$ cat src/rtl/bc_pkg.sv
package bc_pkg;
  localparam logic [7:0] CMD_SETUP   = 8'hBC;
  localparam logic [7:0] CMD_CONFIRM = 8'hD0;
  localparam logic [7:0] CMD_CLR     = 8'h50;
  localparam logic [7:0] CMD_RDSR    = 8'h70;
  localparam logic [7:0] CMD_RDARR   = 8'hFF;

  typedef enum logic [1:0] {
    ST_IDLE  = 2'd0,
    ST_ARMED = 2'd1,
    ST_SCAN  = 2'd2
  } bc_state_t;

  typedef struct packed {
    logic setup;
    logic confirm;
    logic clr;
    logic rdsr;
    logic rdarr;
  } cmd_kind_t;
endpackage

$ cat src/rtl/bc_cmd_decode.sv
module bc_cmd_decode
  import bc_pkg::*;
(
  input  logic       valid,
  input  logic [7:0] data,
  output cmd_kind_t  kind
);
  always_comb begin
    kind         = '0;
    kind.setup   = valid && (data == CMD_SETUP);
    kind.confirm = valid && (data == CMD_CONFIRM);
    kind.clr     = valid && (data == CMD_CLR);
    kind.rdsr    = valid && (data == CMD_RDSR);
    kind.rdarr   = valid && (data == CMD_RDARR);
  end
endmodule

$ cat src/rtl/bc_addr_gen.sv
module bc_addr_gen #(
  parameter int WORDS  = 16,
  parameter int WORD_W = 4
) (
  input  logic              clk,
  input  logic              rst,
  input  logic              start,
  input  logic              halt,
  output logic              rd_en,
  output logic [WORD_W-1:0] idx,
  output logic              idx_last
);
  localparam logic [WORD_W-1:0] LAST = WORD_W'(WORDS - 1);

  assign idx_last = (idx == LAST);

  always_ff @(posedge clk) begin
    if (rst) begin
      rd_en <= 1'b0;
      idx   <= '0;
    end else if (halt) begin
      rd_en <= 1'b0;
    end else if (start) begin
      rd_en <= 1'b1;
      idx   <= '0;
    end else if (rd_en) begin
      if (idx_last) rd_en <= 1'b0;
      else          idx   <= idx + 1'b1;
    end
  end
endmodule

$ cat src/rtl/bc_word_check.sv
module bc_word_check #(
  parameter int DATA_W = 16
) (
  input  logic              clk,
  input  logic              rst,
  input  logic              flush,
  input  logic              issue_en,
  input  logic              issue_last,
  input  logic [DATA_W-1:0] data,
  input  logic              ovr,
  output logic              word_bad,
  output logic              pass_end
);
  logic chk_v;
  logic chk_last;

  always_ff @(posedge clk) begin
    if (rst) begin
      chk_v    <= 1'b0;
      chk_last <= 1'b0;
    end else begin
      chk_v    <= issue_en && !flush;
      chk_last <= issue_en && issue_last && !flush;
    end
  end

  assign word_bad = chk_v && (!(&data) || ovr);
  assign pass_end = chk_last && !word_bad;
endmodule

$ cat src/rtl/blank_check_engine.sv
module blank_check_engine
  import bc_pkg::*;
#(
  parameter int DATA_W    = 16,
  parameter int NUM_BLK   = 4,
  parameter int BLK_WORDS = 16,
  localparam int BLK_W    = (NUM_BLK > 1) ? $clog2(NUM_BLK) : 1,
  localparam int WORD_W   = (BLK_WORDS > 1) ? $clog2(BLK_WORDS) : 1
) (
  input  logic                    clk,
  input  logic                    rst,
  input  logic                    cmd_valid,
  input  logic [7:0]              cmd_data,
  input  logic [BLK_W-1:0]        cmd_blk,
  input  logic                    susp_in,
  output logic                    mem_rd_en,
  output logic [BLK_W+WORD_W-1:0] mem_rd_addr,
  input  logic [DATA_W-1:0]       mem_rd_data,
  input  logic                    mem_rd_ovr,
  output logic [7:0]              status,
  output logic                    stat_mode,
  output logic                    cmd_rej
);
  cmd_kind_t         kind;
  bc_state_t         st_q, st_n;
  logic [BLK_W-1:0]  blk_q, blk_n;
  logic              fail_q, fail_n;
  logic              seq_q, seq_n;
  logic              mode_n;
  logic              rej_n;
  logic              start;
  logic              word_bad;
  logic              pass_end;
  logic [WORD_W-1:0] word_idx;
  logic              word_last;

  bc_cmd_decode u_dec (
    .valid (cmd_valid),
    .data  (cmd_data),
    .kind  (kind)
  );

  bc_addr_gen #(.WORDS(BLK_WORDS), .WORD_W(WORD_W)) u_addr (
    .clk      (clk),
    .rst      (rst),
    .start    (start),
    .halt     (word_bad),
    .rd_en    (mem_rd_en),
    .idx      (word_idx),
    .idx_last (word_last)
  );

  bc_word_check #(.DATA_W(DATA_W)) u_chk_word (
    .clk        (clk),
    .rst        (rst),
    .flush      (word_bad),
    .issue_en   (mem_rd_en),
    .issue_last (word_last),
    .data       (mem_rd_data),
    .ovr        (mem_rd_ovr),
    .word_bad   (word_bad),
    .pass_end   (pass_end)
  );

  assign mem_rd_addr = {blk_q, word_idx};

  always_comb begin
    st_n   = st_q;
    blk_n  = blk_q;
    fail_n = fail_q;
    seq_n  = seq_q;
    mode_n = stat_mode;
    rej_n  = 1'b0;
    start  = 1'b0;
    unique case (st_q)
      ST_IDLE: begin
        if (kind.setup) begin
          if (susp_in) begin
            rej_n = 1'b1;
          end else begin
            st_n  = ST_ARMED;
            blk_n = cmd_blk;
          end
        end else if (kind.clr) begin
          fail_n = 1'b0;
          seq_n  = 1'b0;
        end else if (kind.rdsr) begin
          mode_n = 1'b1;
        end else if (kind.rdarr) begin
          mode_n = 1'b0;
        end
      end
      ST_ARMED: begin
        if (cmd_valid) begin
          mode_n = 1'b1;
          if (kind.confirm && (cmd_blk == blk_q) && !susp_in) begin
            st_n  = ST_SCAN;
            start = 1'b1;
          end else begin
            fail_n = 1'b1;
            seq_n  = 1'b1;
            st_n   = ST_IDLE;
          end
        end
      end
      ST_SCAN: begin
        if (cmd_valid && !kind.rdsr) rej_n = 1'b1;
        if (word_bad) begin
          fail_n = 1'b1;
          st_n   = ST_IDLE;
        end else if (pass_end) begin
          st_n = ST_IDLE;
        end
      end
      default: st_n = ST_IDLE;
    endcase
  end

  always_ff @(posedge clk) begin
    if (rst) begin
      st_q      <= ST_IDLE;
      blk_q     <= '0;
      fail_q    <= 1'b0;
      seq_q     <= 1'b0;
      stat_mode <= 1'b0;
      cmd_rej   <= 1'b0;
      status    <= 8'h80;
    end else begin
      st_q      <= st_n;
      blk_q     <= blk_n;
      fail_q    <= fail_n;
      seq_q     <= seq_n;
      stat_mode <= mode_n;
      cmd_rej   <= rej_n;
      status    <= {st_n != ST_SCAN, 1'b0, fail_n, seq_n, 4'b0000};
    end
  end
endmodule

$ cat config.mk
export PLATFORM = sky130hd
export DESIGN_NAME = blank_check_engine
export DESIGN_NICKNAME = d
export VERILOG_FILES = /design/src/rtl/bc_pkg.sv /design/src/rtl/bc_cmd_decode.sv /design/src/rtl/bc_addr_gen.sv /design/src/rtl/bc_word_check.sv /design/src/rtl/blank_check_engine.sv
export SDC_FILE = /design/constraint.sdc
export NUM_CORES = 1
export LEC_CHECK = 0
export BUFFER_PORTS_ARGS = -buffer_cell sky130_fd_sc_hd__buf_2
export CORE_UTILIZATION = 43
export DETAILED_ROUTE_END_ITERATION = 8
export GPL_ROUTABILITY_DRIVEN = 1
export PLACE_DENSITY = 0.9
export SYNTH_ARGS = -nofsm -noshare
export SYNTH_HDL_FRONTEND = slang
export SYNTH_SLANG_ARGS = --single-unit
$ cat constraint.sdc
create_clock -name clk -period 2.2 [get_ports clk]
set_input_delay 0.22 -clock clk [delete_from_list [all_inputs] [get_ports clk]]
set_output_delay 0.22 -clock clk [all_outputs]
set_load 0.02 [all_outputs]
==> results.rst, run 1 <==
.. list-table::
   :header-rows: 1

   * - Metric
     - Value
   * - Syn_area_per_cell
     - 8.06 µm²
   * - Worst min-delay path startpoint
     - cmd_blk[1]
   * - Reg2reg start
     - u_addr.idx[0]
   * - Total iterations of the first detailed-routing run
     - 4
   * - Starting Density
     - 47.8%
   * - Remaining routing DRC violations
     - 0
   * - Horizontal die dimension
     - 46.8 µm
   * - Total vias in the final route
     - 930
   * - Post-synth cell types
     - 34
   * - Cell row count
     - 15
   * - Required time at the endpoint of the critical path
     - 2.41 ns
   * - Post-synth EDFFs
     - 0
   * - Static leakage
     - 0.486 nW
   * - Mux cell area share after synthesis
     - 0%
   * - Depth of the worst register-to-register path
     - 6
   * - Final Hold Vio Count
     - 0
   * - Async set or reset register ratio after synthesis
     - 0%
   * - Maximum fanout count along the critical path
     - 5
   * - Setup slack of the most critical reg-to-reg path
     - 0.58 ns
   * - Count of placed standard cells in the final layout, fillers left out
     - 175
   * - Number of clock buffers inserted by TritonCTS
     - 3
   * - Internal Pwr Total
     - 416 µW
   * - Type of element capturing the critical path
     - flip-flop
   * - Start point of the critical path
     - u_addr.idx[0]
   * - Maximum operating frequency
     - 0.618 GHz
   * - Switching share of power
     - 22.1%
   * - Clock tree sinks
     - 16
   * - Top metal layer carrying routed signals
     - met4
   * - Post-place setup slack
     - 0.338 ns
   * - Hold Path Depth
     - 3
   * - Core region area
     - 0.00180 mm²
   * - Summed instance area of the synthesized netlist
     - 862 µm²
   * - Clock tree from TritonCTS
     - built
   * - Finished Core Util
     - 61.4%
   * - GR Util All Layers
     - 19.9%
   * - Die Footprint
     - 0.00219 mm²
   * - Xor/xnor cell area share of the yosys netlist
     - 2.03%
   * - Average wire per cell in the routed design
     - 11.3 µm
   * - Vertical die dimension
     - 46.8 µm
   * - Post-layout net count
     - 183
   * - Minimum period implied by the final worst setup slack
     - 1.62 ns
   * - Kind of critical path
     - flip-flop to flip-flop
   * - Tightest slew margin relative to the limit
     - 66.0%
   * - Placed Area
     - 0.00107 mm²
   * - Synthesized-area fraction occupied by ao, oa, aoi and oai cells
     - 17.3%
   * - Slew @ Worst Pin
     - 0.506 ns
   * - Capture point of the worst reg-to-reg path
     - u_addr.idx[1]
   * - Via count of the first global-routing pass
     - 710
   * - Cell area power density
     - 482 mW/mm²
   * - Post-DP HPWL
     - 1.59 mm
   * - Proportion of power drawn by combinational gates
     - 10.7%
   * - Endpoint, Worst Hold
     - blk_q[1]
   * - WL met3
     - 152 µm
   * - Largest net degree at the start of global routing
     - 15
   * - Root buf cell
     - sky130_fd_sc_hd__clkbuf_4
   * - Result of the run
     - complete, no violations
   * - Number of antenna violations at the first check in global routing
     - 0
   * - Post-route clock period utilization
     - 73.5%
   * - 1st-iter DRT viols
     - 32
   * - Share of synthesized cell area in full adder, half adder and majority cells
     - 1.45%
   * - Unrepaired setup endpoints after global routing
     - false
   * - Reg clk slew, reported paths
     - 0.09 ns
   * - Syn-to-layout area delta
     - 28.3%
   * - Number of placed instances, taps included
     - 171
   * - Via count normalized by instance count
     - 5.31
   * - Final clock skew
     - 0.00361 ns
   * - Routed Wire Length
     - 1.98 mm
   * - Number of resized instances in the post-cts repair step
     - 0
   * - Antenna Diode Count
     - 0
   * - Insertion delay of the later-clocked pin in the worst-skew pair
     - 0.28 ns
   * - Net switching power of the design
     - 118 µW
   * - Setup_tns
     - 0 ns
   * - Buffer count from post-CTS setup fixing
     - 0
   * - Worst VDD drop
     - 431 µV
   * - Portion of total power attributed to the clock network
     - 35.0%
   * - Buffers added on ports
     - 42
   * - Critical Path AT
     - 1.83 ns
   * - Met1 layer wirelength in the final routing
     - 897 µm
   * - I/O pin cnt
     - 48
   * - Setup slack of the critical path after layout
     - 0.583 ns
   * - Final instance area
     - 0.00111 mm²
   * - Total congestion overflow
     - 0
   * - Remaining antenna violation count
     - 0
   * - Post-synthesis simple-gate area fraction
     - 33.8%
   * - Most used flip-flop cell after synthesis
     - sky130_fd_sc_hd__dfxtp_1
   * - Max capacitance violation total
     - 0
   * - Final RePlAce weighted congestion
     - 0.882
   * - Share of cells above drive strength 1
     - 32.0%
   * - Maximum level of the CTS H-tree
     - 1
   * - Element type at the critical path start
     - flip-flop
   * - Post-synthesis instance total
     - 107
   * - Portion of the post-synthesis area used by sequential elements
     - 37.2%
   * - Register share of total power
     - 54.3%
   * - Count of state elements after synthesis
     - 16
   * - Hold-fix buffers at CTS
     - 0
   * - Maximum clock insertion buffer count
     - 2
   * - Syn. warnings
     - 0
   * - Worst hold-check path type
     - primary input to flip-flop
   * - Number of slew-limit violations in the final report
     - 0
   * - Setup violations, final
     - 0
   * - Met2 Routed Length
     - 919 µm
   * - Combinational family with the most area after synthesis
     - simple AND/OR/NAND/NOR gates
   * - Wire length of the first global-routing pass
     - 3.02 mm
==> layer usage <==
metal	GRT usage, %	vias to the layer above
met3	7.31	2
met1	28.7	409
met4	5.14	0
met2	28.1	49
li1	-	470
met5	0	-
==> critical path: stages, from the launching register on <==
cell                      delay (ns)
sky130_fd_sc_hd__dfxtp_1        0.40
sky130_fd_sc_hd__ha_1           0.23
sky130_fd_sc_hd__nand3_1        0.14
sky130_fd_sc_hd__and2_1         0.22
sky130_fd_sc_hd__a21oi_1        0.23
sky130_fd_sc_hd__o21ai_0        0.13
sky130_fd_sc_hd__a21oi_1        0.19
==> cell usage after synthesis (all sizes together) (3+ instances only) <==
| master | number | area share, % |
|---|---|---|
| a21oi | 10 | 5.8 |
| and3 | 3 | 2.2 |
| buf | 7 | 6.1 |
| dfxtp | 16 | 37 |
| inv | 3 | 1.3 |
| nand2 | 10 | 4.4 |
| nand2b | 3 | 2.2 |
| nand3 | 12 | 7.0 |
| nor2 | 3 | 1.3 |
| nor3 | 5 | 2.9 |
| nor4 | 3 | 2.2 |
| or3 | 4 | 3.0 |
==> power by group through the flow <==
stage	clock network, mW	registers [mW]	logic (mW)
floorplan	0	0.296	0.0298
global placement	0	0.296	0.0554
detailed placement	0	0.296	0.0568
CTS	0.193	0.290	0.0570
global route	0.208	0.290	0.0639
finish	0.187	0.289	0.0573
==> cell usage in the layout (no fill, tap or decap), types with 3 or more instances in the layout <==
master,Yosys,layout
sky130_fd_sc_hd__conb_1,1,5
sky130_fd_sc_hd__nand2_1,10,10
sky130_fd_sc_hd__a21oi_1,10,10
sky130_fd_sc_hd__nor3_1,5,5
sky130_fd_sc_hd__clkbuf_4,0,3
sky130_fd_sc_hd__or3_1,3,3
sky130_fd_sc_hd__nand2b_1,3,3
sky130_fd_sc_hd__buf_2,0,42
sky130_fd_sc_hd__and3_1,3,3
sky130_fd_sc_hd__nand3_1,12,12
sky130_fd_sc_hd__nor4_1,3,3
sky130_fd_sc_hd__dfxtp_1,16,16
sky130_fd_sc_hd__inv_1,3,3
sky130_fd_sc_hd__nor2_1,3,3
==> cell type report <==
| cell class | instances | area (µm²) |
|---|---|---|
| Timing Repair Buffer | 43 | 218 |
| Inverter | 3 | 11.3 |
| Tap cell | 25 | 31.3 |
| Sequential cell | 16 | 320 |
| Multi-Input combinational cell | 84 | 489 |
| Clock buffer | 4 | 36.3 |
| Fill cell | 174 | 696 |
==> metrics by stage <==
step	hold WS, ns	total power, mW
final	0.194	0.534
after global routing	0.187	0.562
after CTS	0.184	0.540
after detailed placement	0.451	0.353
after global placement	0.443	0.352
after floorplan	0.335	0.326
==> cell families (layout without fill, tap and decap cells) <==
group | Yosys count | count (layout)
xor+xnor | 2 | 2
fa+ha+maj | 1 | 1
simple gates | 53 | 53
buf+inv | 11 | 50
compound gates | 23 | 23
other cells | 1 | 5
flops | 16 | 16
==> how the worst max path moves through the flow <==
stage | endpoint | slack [ns] | cells past startpoint
6_report | u_addr.idx[1] | 0.58 | 6
3_3_place_gp | status[7] | 0.36 | 6
5_1_grt | u_addr.idx[1] | 0.45 | 5
2_1_floorplan | status[7] | 0.48 | 5
3_5_place_dp | status[7] | 0.34 | 6
4_1_cts | u_addr.idx[1] | 0.61 | 5
No activity file was read; power rests on OpenSTA's default activity.
==> run 2: changes to the inputs <==
Settings changed: ABC_AREA from default to 1, CORE_UTILIZATION 43 to 41, PLACE_DENSITY 0.9 to 0.87.
Clock period 2.2 ns to 1.4 ns, I/O delays scaled along.
==> run 2 against run 1 <==
Compared with the run above:
- total power up 64%
- count of clock-buffer cells in the layout unchanged
- hold slack got worse by 0.087 ns
- sequential share of layout area is 3.6 points lower
- clock skew is 0.0073 ns higher
- wire length rose by 3.1%
- register-to-register slack worse by 0.45 ns
- design area grew 14%
==> results.rst, run 2 <==
.. list-table::
   :header-rows: 1

   * - Metric
     - Value
   * - Maximum operating frequency
     - 0.788 GHz (+27%)
   * - Count of placed standard cells in the final layout, fillers left out
     - 229 (+31%)
   * - Static leakage
     - 0.634 nW (+30%)
   * - Vertical die dimension
     - 51.6 µm (+10%)
   * - Internal Pwr Total
     - 660 µW (+59%)
   * - Most common cell after layout, fill and taps aside
     - sky130_fd_sc_hd__buf_2
   * - Worst hold-check path type
     - primary input to flip-flop
   * - Post-route clock period utilization
     - 90.7% (+17 points)
   * - Final Hold Vio Count
     - 0 (unchanged)
   * - Most used flip-flop cell after synthesis
     - sky130_fd_sc_hd__dfxtp_1
   * - Post-place setup slack
     - 0.183 ns (-0.155 ns)
   * - Routed Wire Length
     - 2.04 mm (+3.1%)
   * - Cell with the most instances after synthesis
     - sky130_fd_sc_hd__nand2_1
   * - Most used standard cells in the synthesized netlist
     - sky130_fd_sc_hd__nand2_1 (35), sky130_fd_sc_hd__nor2_1 (23), sky130_fd_sc_hd__inv_1 (20)
   * - Via count of the first global-routing pass
     - 874 (+23%)
   * - Share of cells above drive strength 1
     - 33.3% (+1.3 points)
   * - Proportion of power drawn by combinational gates
     - 12.9% (+2.2 points)
   * - Post-synth cell types
     - 21 (-38%)
   * - Summed instance area of the synthesized netlist
     - 0.00101 mm² (+17%)
   * - Cell row count
     - 17 (+2)
   * - Total vias in the final route
     - 1094 (+18%)
   * - Capture point of the worst reg-to-reg path
     - u_addr.idx[1]
   * - Post-DP HPWL
     - 1.62 mm (+2.0%)
   * - Clock tree from TritonCTS
     - built
   * - Post-layout net count
     - 234 (+28%)
   * - Result of the run
     - complete, no violations
   * - Reg2reg start
     - u_addr.idx[0]
   * - Total congestion overflow
     - 0 (unchanged)
   * - Element type at the critical path start
     - flip-flop
   * - Remaining antenna violation count
     - 0 (unchanged)
   * - Starting Density
     - 44.7% (-3.1 points)
   * - Hold Path Depth
     - 3 (unchanged)
   * - Total iterations of the first detailed-routing run
     - 5 (+1)
   * - Die Footprint
     - 0.00266 mm² (+22%)
   * - Async set or reset register ratio after synthesis
     - 0% (unchanged)
   * - Portion of total power attributed to the clock network
     - 35.2% (+0.2 points)
   * - Top-area cell type share of the netlist area
     - 31.8% (-5.4 points)
   * - Kind of critical path
     - flip-flop to flip-flop
   * - Remaining routing DRC violations
     - 0 (unchanged)
   * - Reg clk slew, reported paths
     - 0.10 ns (about the same)
   * - Root buf cell
     - sky130_fd_sc_hd__clkbuf_4
   * - I/O pin cnt
     - 48 (unchanged)
   * - Largest cells by area after synthesis
     - sky130_fd_sc_hd__dfxtp_1 (32%), sky130_fd_sc_hd__nand2_1 (13%), sky130_fd_sc_hd__nor2_1 (8.6%)
   * - Minimum period implied by the final worst setup slack
     - 1.27 ns (-0.348 ns)
   * - Setup violations, final
     - 0 (unchanged)
   * - Buffers added on ports
     - 42 (unchanged)
   * - Wire length of the first global-routing pass
     - 3.39 mm (+12%)
   * - GR Util All Layers
     - 17.0% (-2.9 points)
   * - Horizontal die dimension
     - 51.6 µm (+10%)
   * - Number of antenna violations at the first check in global routing
     - 0 (unchanged)
   * - Fill cell instance count of the final layout
     - 230 (+32%)
   * - Overall power of the completed layout
     - 877 µW (+64%)
   * - Switching share of power
     - 24.7% (+2.6 points)
   * - Post-synth top area cell
     - sky130_fd_sc_hd__dfxtp_1
   * - Maximum fanout count along the critical path
     - 5 (unchanged)
   * - Clock tree sinks
     - 16 (unchanged)
   * - Insertion delay of the later-clocked pin in the worst-skew pair
     - 0.30 ns (+0.02 ns)
   * - Setup slack of the critical path after layout
     - 0.131 ns (-0.452 ns)
   * - Syn_area_per_cell
     - 6.38 µm² (-21%)
   * - Worst VDD drop
     - 512 µV (+19%)
   * - Largest net degree at the start of global routing
     - 11 (-4)
   * - Via count normalized by instance count
     - 4.78 (-10%)
   * - Register share of total power
     - 51.9% (-2.4 points)
   * - Required time at the endpoint of the critical path
     - 1.63 ns (-0.78 ns)
   * - Post-synth EDFFs
     - 0 (unchanged)
   * - Depth of the worst register-to-register path
     - 7 (+1)
   * - Number of slew-limit violations in the final report
     - 0 (unchanged)
   * - Setup slack of the most critical reg-to-reg path
     - 0.13 ns (-0.45 ns)
   * - Portion of the post-synthesis area used by sequential elements
     - 31.8% (-5.4 points)
   * - Average wire per cell in the routed design
     - 8.92 µm (-21%)
   * - Critical Path AT
     - 1.50 ns (-0.33 ns)
   * - Final clock skew
     - 0.0109 ns (+0.00731 ns)
   * - Commonest cells after routing, fill and taps aside
     - sky130_fd_sc_hd__buf_2 (42), sky130_fd_sc_hd__nand2_1 (35), sky130_fd_sc_hd__nor2_1 (22)
   * - Count of state elements after synthesis
     - 16 (unchanged)
   * - Endpoint, Worst Hold
     - cmd_rej
   * - Cell area power density
     - 694 mW/mm² (+44%)
   * - Syn. warnings
     - 0 (unchanged)
   * - 1st-iter DRT viols
     - 23 (-28%)
   * - Post-synthesis instance total
     - 158 (+48%)
   * - Finished Core Util
     - 56.0% (-5.3 points)
   * - Type of element capturing the critical path
     - flip-flop
   * - Core region area
     - 0.00225 mm² (+25%)
   * - Number of clock buffers inserted by TritonCTS
     - 3 (unchanged)
   * - Maximum clock insertion buffer count
     - 2 (unchanged)
   * - Maximum level of the CTS H-tree
     - 1 (unchanged)
   * - Final RePlAce weighted congestion
     - 0.795 (-9.9%)
   * - Number of placed instances, taps included
     - 224 (+31%)
   * - Net switching power of the design
     - 217 µW (+84%)
   * - Antenna Diode Count
     - 0 (unchanged)
   * - Worst min-delay path startpoint
     - susp_in
   * - Max capacitance violation total
     - 0 (unchanged)
   * - Syn-to-layout area delta
     - 25.3%
-- run 2: cell count changes after synthesis, moves of 4 or more --
cell                      before  now
sky130_fd_sc_hd__nand2_1      10   35
sky130_fd_sc_hd__nor2_1        3   23
sky130_fd_sc_hd__inv_1         3   20
sky130_fd_sc_hd__nand4_1       2    9
sky130_fd_sc_hd__inv_2         0    5
sky130_fd_sc_hd__nor2_2        0    5
sky130_fd_sc_hd__o21ai_1       0    5
sky130_fd_sc_hd__nor3_1        5    1
-- run 2: logic make-up after synthesis --
| logic type | after synthesis | share of synthesized area (%) |
|---|---|---|
| and+or+nand+nor | 90 | 41.9 |
| DFF | 16 | 31.8 |
| other | 1 | 0.372 |
| adders and majority gates | 1 | 1.24 |
| buffers and inverters | 34 | 15.3 |
| AOI/OAI and AO/OA | 16 | 9.43 |
-- run 2: layer usage --
metal	track usage, %	part of all wire [%]	vias to the layer above
li1	-	-	575
met1	19.9	46	466
met2	28.8	44	46
met3	3.22	7.5	7
met4	9.46	2.7	0
met5	0	0	-
-- run 2: power by group through the flow --
| stage | clock network (mW) | registers (mW) | logic [mW] |
|---|---|---|---|
| floorplan | 0 | 0.466 | 0.0662 |
| global placement | 0 | 0.466 | 0.110 |
| detailed placement | 0 | 0.466 | 0.112 |
| CTS | 0.316 | 0.455 | 0.112 |
| global route | 0.334 | 0.455 | 0.126 |
| finish | 0.309 | 0.455 | 0.113 |
-- run 2: worst max path at each step --
stage,to,from,slack [ns]
after floorplan,u_addr.idx[0],u_addr.idx[0],0.11
after global placement,u_addr.idx[1],u_addr.idx[0],0.19
after detailed placement,u_addr.idx[0],u_addr.idx[0],0.18
after CTS,u_addr.idx[0],u_addr.idx[0],0.15
after global routing,u_addr.idx[2],u_addr.idx[0],-0.02
final,u_addr.idx[1],u_addr.idx[0],0.13
-- run 2: per-stage QoR --
stage          hold WS, ns  instance area, µm²  setup TNS [ns]
3_3_place_gp         0.427                1210               0
3_5_place_dp         0.427                1210               0
2_1_floorplan        0.287                1020               0
6_report             0.106                1260               0
4_1_cts              0.106                1250               0
5_1_grt              0.127                1260         -0.0448
-- run 2: layout make-up --
cell class              count  area, µm²  share of cell area (%)
clock buffers               4       36.3                    2.87
flip-flops and latches     16        320                    25.3
inverters                  26       97.6                    7.72
multi-input cells         112        557                    44.1
repair buffers             43        218                    17.2
well taps                  28       35.0                    2.77
-- run 2: what timing repair did --
action,4_1_cts,5_1_grt
resized for setup,0,2
setup endpoints to repair,0,1
hold buffers,0,0
setup buffers,0,1
hold endpoints to repair,0,0
-- run 2: critical path: stages, from the launching register on --
cell	delay, ns
sky130_fd_sc_hd__dfxtp_1	0.40
sky130_fd_sc_hd__ha_1	0.22
sky130_fd_sc_hd__nand3_1	0.11
sky130_fd_sc_hd__nand2_1	0.14
sky130_fd_sc_hd__nand2_4	0.08
sky130_fd_sc_hd__nand2_1	0.10
sky130_fd_sc_hd__nand2_1	0.06
sky130_fd_sc_hd__a21oi_1	0.11
